--- src/rtl/mbr_pkg.sv ---
package mbr_pkg;
    typedef enum logic [2:0] {
        S_IDLE = 3'd0,
        S_T1   = 3'd1,
        S_T2   = 3'd2,
        S_T3   = 3'd3,
        S_TW   = 3'd4,
        S_T4   = 3'd5
    } tstate_e;

    localparam logic [1:0] SEL_LO   = 2'b01;
    localparam logic [1:0] SEL_HI   = 2'b10;
    localparam logic [1:0] SEL_WORD = 2'b11;
endpackage

--- src/rtl/mbr_lane_decode.sv ---
module mbr_lane_decode (
    input  logic [1:0] sel_i,
    output logic       a0_o,
    output logic       bhe_n_o
);
    import mbr_pkg::*;

    logic want_hi;
    logic want_lo;

    always_comb begin
        want_hi = (sel_i == SEL_HI) || (sel_i == SEL_WORD) || (sel_i == 2'b00);
        want_lo = (sel_i == SEL_LO) || (sel_i == SEL_WORD) || (sel_i == 2'b00);
        a0_o    = want_hi && !want_lo;
        bhe_n_o = !want_hi;
    end
endmodule

--- src/rtl/mbr_seq_fsm.sv ---
module mbr_seq_fsm #(
    parameter int ADDR_W = 20,
    parameter int DATA_W = 16
) (
    input  logic                     clk,
    input  logic                     rst_n,
    input  logic                     req_i,
    input  logic [ADDR_W-1:1]        addr_i,
    input  logic                     a0_i,
    input  logic                     bhe_n_i,
    input  logic                     mio_i,
    input  logic                     ready_i,
    input  logic [DATA_W-1:0]        ad_i,
    output logic [DATA_W-1:0]        ad_o,
    output logic                     ad_oe_o,
    output logic [ADDR_W-DATA_W-1:0] a_hi_o,
    output logic                     ale_o,
    output logic                     rd_n_o,
    output logic                     mio_o,
    output logic                     bhe_n_o,
    output logic                     dtr_n_o,
    output logic                     den_n_o,
    output logic                     busy_o,
    output logic                     done_o,
    output logic [DATA_W-1:0]        data_o
);
    import mbr_pkg::*;

    localparam int HI_W = ADDR_W - DATA_W;

    typedef struct packed {
        tstate_e             st;
        logic [ADDR_W-1:1]   addr;
        logic                a0;
        logic                bhe_n;
        logic                mio;
        logic [DATA_W-1:0]   data;
        logic                done;
    } seq_t;

    seq_t r_q, r_d;

    always_comb begin
        r_d      = r_q;
        r_d.done = 1'b0;
        unique case (r_q.st)
            S_IDLE: begin
                if (req_i) begin
                    r_d.st    = S_T1;
                    r_d.addr  = addr_i;
                    r_d.a0    = a0_i;
                    r_d.bhe_n = bhe_n_i;
                    r_d.mio   = mio_i;
                end
            end
            S_T1: r_d.st = S_T2;
            S_T2: r_d.st = S_T3;
            S_T3, S_TW: begin
                if (ready_i) begin
                    r_d.data = ad_i;
                    r_d.st   = S_T4;
                end else begin
                    r_d.st   = S_TW;
                end
            end
            S_T4: begin
                r_d.st   = S_IDLE;
                r_d.done = 1'b1;
            end
            default: r_d.st = S_IDLE;
        endcase
    end

    always_ff @(posedge clk or negedge rst_n) begin
        if (!rst_n) begin
            r_q <= '{st: S_IDLE, addr: '0, a0: 1'b0, bhe_n: 1'b1,
                     mio: 1'b0, data: '0, done: 1'b0};
        end else begin
            r_q <= r_d;
        end
    end

    logic strobe_phase;

    always_comb begin
        strobe_phase = (r_q.st == S_T2) || (r_q.st == S_T3) || (r_q.st == S_TW);
        busy_o  = (r_q.st != S_IDLE);
        ale_o   = (r_q.st == S_T1);
        ad_oe_o = (r_q.st == S_T1);
        ad_o    = ale_o ? {r_q.addr[DATA_W-1:1], r_q.a0} : '0;
        a_hi_o  = busy_o ? r_q.addr[ADDR_W-1:DATA_W] : {HI_W{1'b0}};
        rd_n_o  = !strobe_phase;
        den_n_o = !strobe_phase;
        dtr_n_o = !busy_o;
        bhe_n_o = busy_o ? r_q.bhe_n : 1'b1;
        mio_o   = r_q.mio;
        done_o  = r_q.done;
        data_o  = r_q.data;
    end


    rd_release_chk: assert property (@(posedge clk) disable iff (!rst_n)
        !rd_n_o |-> !ad_oe_o);


    ale_drive_chk: assert property (@(posedge clk) disable iff (!rst_n)
        ale_o |=> (!ale_o && !rd_n_o));


    wait_extend_chk: assert property (@(posedge clk) disable iff (!rst_n)
        (!rd_n_o && !ready_i && r_q.st != S_T2) |=> !rd_n_o);


    den_inside_rd_chk: assert property (@(posedge clk) disable iff (!rst_n)
        !den_n_o |-> !rd_n_o);


    done_after_t4_chk: assert property (@(posedge clk) disable iff (!rst_n)
        done_o |-> ($past(rd_n_o) && !$past(dtr_n_o) && dtr_n_o));


    mio_hold_chk: assert property (@(posedge clk) disable iff (!rst_n)
        (!dtr_n_o && !ale_o) |-> $stable(mio_o));


    bhe_hold_chk: assert property (@(posedge clk) disable iff (!rst_n)
        (!dtr_n_o && !ale_o) |-> $stable(bhe_n_o));
endmodule

--- src/rtl/mux_bus_reader.sv ---
module mux_bus_reader #(
    parameter int ADDR_W = 20,
    parameter int DATA_W = 16
) (
    input  logic                     clk,
    input  logic                     rst_n,
    input  logic                     req_i,
    input  logic [ADDR_W-1:0]        addr_i,
    input  logic [1:0]               sel_i,
    input  logic                     mio_i,
    input  logic                     ready_i,
    input  logic [DATA_W-1:0]        ad_i,
    output logic [DATA_W-1:0]        ad_o,
    output logic                     ad_oe_o,
    output logic [ADDR_W-DATA_W-1:0] a_hi_o,
    output logic                     ale_o,
    output logic                     rd_n_o,
    output logic                     mio_o,
    output logic                     bhe_n_o,
    output logic                     dtr_n_o,
    output logic                     den_n_o,
    output logic                     busy_o,
    output logic                     done_o,
    output logic [DATA_W-1:0]        data_o
);
    logic lane_a0;
    logic lane_bhe_n;

    mbr_lane_decode i_lane (
        .sel_i   (sel_i),
        .a0_o    (lane_a0),
        .bhe_n_o (lane_bhe_n)
    );

    mbr_seq_fsm #(
        .ADDR_W (ADDR_W),
        .DATA_W (DATA_W)
    ) i_seq (
        .clk     (clk),
        .rst_n   (rst_n),
        .req_i   (req_i),
        .addr_i  (addr_i[ADDR_W-1:1]),
        .a0_i    (lane_a0),
        .bhe_n_i (lane_bhe_n),
        .mio_i   (mio_i),
        .ready_i (ready_i),
        .ad_i    (ad_i),
        .ad_o    (ad_o),
        .ad_oe_o (ad_oe_o),
        .a_hi_o  (a_hi_o),
        .ale_o   (ale_o),
        .rd_n_o  (rd_n_o),
        .mio_o   (mio_o),
        .bhe_n_o (bhe_n_o),
        .dtr_n_o (dtr_n_o),
        .den_n_o (den_n_o),
        .busy_o  (busy_o),
        .done_o  (done_o),
        .data_o  (data_o)
    );


    idle_quiet_chk: assert property (@(posedge clk) disable iff (!rst_n)
        !busy_o |-> (rd_n_o && den_n_o && dtr_n_o && !ad_oe_o && !ale_o));
endmodule

--- config.mk ---
export PLATFORM = sky130hd
export DESIGN_NAME = mux_bus_reader
export DESIGN_NICKNAME = d
export VERILOG_FILES = /design/src/rtl/mbr_pkg.sv /design/src/rtl/mbr_lane_decode.sv /design/src/rtl/mbr_seq_fsm.sv /design/src/rtl/mux_bus_reader.sv
export SDC_FILE = /design/constraint.sdc
export NUM_CORES = 1
export LEC_CHECK = 0
export BUFFER_PORTS_ARGS = -buffer_cell sky130_fd_sc_hd__buf_2
export CELL_PAD_IN_SITES_DETAIL_PLACEMENT = 1
export CELL_PAD_IN_SITES_GLOBAL_PLACEMENT = 1
export CORE_MARGIN = 2
export CORE_UTILIZATION = 39
export DETAILED_ROUTE_END_ITERATION = 10
export PLACE_DENSITY_LB_ADDON = 0.1
export SLEW_MARGIN = 10
export SYNTH_ARGS = -nofsm -noshare
export SYNTH_HDL_FRONTEND = slang
export SYNTH_SLANG_ARGS = --single-unit
export TNS_END_PERCENT = 1
--- constraint.sdc ---
create_clock -name clk -period 4.7 [get_ports clk]
set_input_delay 0 -clock clk [delete_from_list [all_inputs] [get_ports clk]]
set_output_delay 0 -clock clk [all_outputs]
set_load 0.05 [all_outputs]
### Yosys cells after proc, flatten, opt, wreduce, memory -nomap -nowiden

Cells that the tools add are included.

* output and inout bits: 45
* register bits after elaboration: 42
* input port bits: 43

* equal/unequal tests: 9
* reductions and logical operators: 17
* multiplexer cells: 7

Operators with widths (number)
* 2-to-1 mux 25 bit: 1
* 2-to-1 mux 16 bit: 1
* case mux 3 bit (4 select lines): 1
* equality test 3 x 2 -> 1 bit, second input constant: 2
* equality test 3 bit, second input constant: 2
* logical OR 1 bit: 6
* equality test 2 bit, second input constant: 2
* zero test 1 bit: 4
* 2-to-1 mux 4 bit: 1
* AND reduction 2 bit: 2
* equality test 3 x 1 -> 1 bit, second input constant: 1
* zero test 3 bit: 1
* 2-to-1 mux 1 bit: 3
* nonzero test 3 bit: 1
* equality test 2 x 1 -> 1 bit, second input constant: 1
* zero test 2 bit: 1
* inequality test 2 bit, second input constant: 1
* OR reduction 2 bit: 1
* logical AND 1 bit: 1

### Longest topological paths before layout

* depth after elaboration: 7
* gate-level depth with buffers: 6
* gate-level depth less buffers: 3

### By module

From an unflattened synthesis, not the netlist that was laid out.

* cells, all modules: 239
* area total of the unflattened synthesis: 2451.1 µm²

By module, submodules not included
* mbr_seq_fsm: cells each 237, area an instance 2436.1 µm², instances 1
* mbr_lane_decode: cells each 2, area an instance 15.0 µm², instances 1

### Worst setup path after synthesis

OpenSTA, ideal clock, no wires.

* path kind: register -> register
* start: register i_seq.r_q[39] (netlist bit)
* end: register i_seq.r_q, in the netlist i_seq.mio_o
* arrival time: 1.851 ns
* stages on the path, launching flop included: 6
* slack: 2.724 ns
* period minus slack after synthesis: 1.976 ns
* data required time: 4.575 ns
* path through: dfrtp_1 -> nor3_4 -> and2_1 -> buf_2 -> buf_6 -> mux2_2

* longest elaborated chain between the ends: 2

Ends and longest elaborated chain
* from (decl): RTL line mbr_seq_fsm.sv:41 `seq_t r_q, r_d;`
* from (signal assigned): RTL line mbr_seq_fsm.sv:76 `r_q <= '{st: S_IDLE, addr: '0, a0: 1'b0, bhe_n: 1'b1,`
* from (signal assigned): RTL line mbr_seq_fsm.sv:79 `r_q <= r_d;`
* zero test 3 bit: RTL line mbr_seq_fsm.sv:46 `unique case (r_q.st)`
* AND reduction 2 bit (no line)

Every way passes these cells.
A chain may end at the register's enable or synchronous reset.

### Final worst setup path

* start: register i_seq.r_q[39] (netlist bit)
* end: register i_seq.r_q[26] (netlist bit)

Same word-level chain as after synthesis.

==> reports/qor.csv <==
stage;metric;value;unit
yosys;ys.flop_type;dfrtp_1;
placement;routabilityCongestion;0.692;
clocking;ctsLongestPathBuffers;2;
clocking;cts_tree;done;
sta;timing.final.crit_period;2.24;ns
critical_path;slowest_stage;and2_1;
drt;wl;4550;µm
yosys;synth_top_area_cell;dfrtp_1;
drt;vias_per_cell;4.45;
die;chipHeight;75.2;µm
layout;regArea;1050;µm²
sta;fin_skew;0.00489;ns
clocking;clock-sinks;42;
sta;timing.fmax;0.447;GHz
critical_path;crit_buf_inv;0;
placement;dpl.hpwl;2930;µm
drt;drt-pass1-iter-count;4;
outcome;outcome;finished, final reports clean;
layout;final_net_count;293;
drt;dr.first_iter.drc_count;61;
die;num_rows;25;
layout;drive_gt1_share;55.2;%
yosys;yosysUniqueCellTypes;22;
die;die_w;75.2;µm
placement;io_buffers;86;
drt;avgRoutedWirePerCell;14.4;µm
sta;relSlewSlack;35.0;%
drt;via_count;1412;
yosys;synth_edf_count;0;
critical_path;path_cells;nor3_4, and2_1, mux2_2;
die;core_area;4820;µm²
layout;multi_input_area;732;µm²
yosys;synth_common_cells;dfrtp_1 (41), mux2_2 (28), buf_4 (18);
yosys;synth_area_leaders;dfrtp_1 (52%), mux2_2 (16%), mux2_4 (7.6%);
drt;postRouteAntennaNets;0;
global_route;grt_pass1_vias;1568;
die;dieArea;5660;µm²
critical_path;path_max_fanout;22;
die;num_io_pins;88;
yosys;seq_area_frac_synth;53.2;%
sta;setup_tns;0;ns
global_route;grt_antenna_before_repair;0;
global_route;grt-ovfl-total;0;
clocking;cts-root-buf;clkbuf_8;
global_route;grt_pass1_wl;7110;µm
critical_path;critPathTopFamily;simple AND/OR/NAND/NOR gates;
yosys;yosys_warnings;0;
yosys;synth_cells;143;
hold_path;min_path_type;in2reg;
critical_path;worstPathRequired;4.87;ns
critical_path;startpoint_type;flip-flop;
layout;area_delta_synth_final;40.0;%
clocking;cts_buffers;5;
sta;setup_violations;0;
yosys;synthMostInstantiatedCell;dfrtp_1;
yosys;synth.avg_cell_area;13.8;µm²
critical_path;critical_path_arrival;2.41;ns
clocking;ctsHoldBuffers;38;
sta;finalCritPeriodShare;47.6;%
yosys;yosysTopAreaCellShare;51.9;%
flow_run;drv_cap;0;
yosys;synth_nets;186;
global_route;grt_use_total;17.0;%
critical_path;end_kind;flip-flop;
yosys;synthesis.area;1980;µm²
yosys;synth-async-reset-ratio;100;%
clocking;post-cts-setup-buffers;0;
drt;drc;0;
sta;slew_viol_final;0;
sta;report.final.hold_viol_count;0;
clocking;cts-resized-gates;0;
layout;fin_util;57.5;%
sta;rsz0062_at_grt;false;
sta;tightestPinTransition;0.975;ns
die;start_util;41.1;%
layout;nFillCells;530;
layout;antenna_cells;0;
critical_path;worstSetupPathType;reg2reg;
global_route;grt_max_degree;43;
clocking;clk_latency;0.28;ns
clocking;clk_pin_slew_worst_paths;0.08;ns
critical_path;slowest_delay;0.83;ns
clocking;h-tree-depth;2;
yosys;synth-seq-cells;42;
-- worst reg2reg max path: stages, from the launching register on --
cell	delay [ns]
dfrtp_1	0.50
nor3_4	0.36
and2_1	0.83
mux2_2	0.44
-- metrics by stage --
stage / hold slack (ns) / setup slack [ns] / cell area, µm² / std cells
after detailed placement: 0.192 / 2.43 / 2310 / 272
final: 0.0404 / 2.46 / 2770 / 317
after global placement: 0.183 / 2.46 / 2310 / 272
after global routing: 0.0625 / 2.26 / 2770 / 317
after floorplan: -0.296 / 2.72 / 1980 / 143
after CTS: 0.0294 / 2.40 / 2770 / 317
-- cells in the final DEF (no fill, tap or decap) --
cell type	count
mux2_2	28
nor3b_1	1
a21oi_1	1
mux2_4	10
clkbuf_8	5
xnor2_1	1
nor3b_4	1
o32ai_1	1
o21ai_4	1
nor2_1	2
dfrtp_1	41
clkinv_2	2
inv_1	3
dfstp_2	1
nor3_4	1
or2_2	2
and3b_1	1
nor3b_2	1
dlygate4sd3_1	38
nor2b_1	6
buf_2	86
and2_1	17
-- area by class of cell --
class                           count  area share (%)
Inverter                            3           0.407
Tap cell                           67            3.03
Clock inverter                      2           0.361
Timing Repair Buffer              124            29.3
Multi-Input combinational cell     74            26.4
Sequential cell                    42            38.0
Clock buffer                        5            2.49
-- path summary, 6_finish.rpt --
kind / start / to / slack, ns / depth (start not counted)
max in group asynchronous: rst_n / i_seq.r_q[34]$_DFFE_PN0P_ / 3.73 / 2
max: i_seq.r_q[39]$_DFFE_PN0P_ / i_seq.r_q[26]$_DFFE_PN0P_ / 2.46 / 3
max reg2reg: i_seq.r_q[39]$_DFFE_PN0P_ / i_seq.r_q[26]$_DFFE_PN0P_ / 2.46 / 3
min: req_i / i_seq.r_q[39]$_DFFE_PN0P_ / 0.04 / 3
min in group asynchronous: rst_n / i_seq.data_o[15]$_DFFE_PN0P_ / 0.40 / 2
min reg2reg: i_seq.r_q[24]$_DFFE_PN0P_ / i_seq.r_q[24]$_DFFE_PN0P_ / 0.50 / 1
-- routing by layer --
metal  part of all wire (%)  up-vias  GRT usage, %
met5                      0        -             0
met4                    1.3        0          5.46
met3                    5.1        6          4.28
met2                     55       53          32.1
met1                     39      686          18.5
li1                       -      667             -
-- sequential cells by signal, indices dropped and copies added, names as in the netlist --
signal,cells
i_seq.data_o,16
i_seq.done_o,1
i_seq.mio_o,1
i_seq.r_q,24
-- cell families (layout without fill, tap and decap cells) --
logic type / Yosys count / after routing / synth area share, %
buf+inv: 27 / 134 / 9.80
flops: 42 / 42 / 53.2
simple gates: 32 / 32 / 11.5
compound gates: 3 / 3 / 1.52
xor+xnor: 1 / 1 / 0.443
mux: 38 / 38 / 23.5
Power is left out: the tool's default activity adds up to more than one toggle a clock period on the data nets, which glitch-free logic cannot reach.
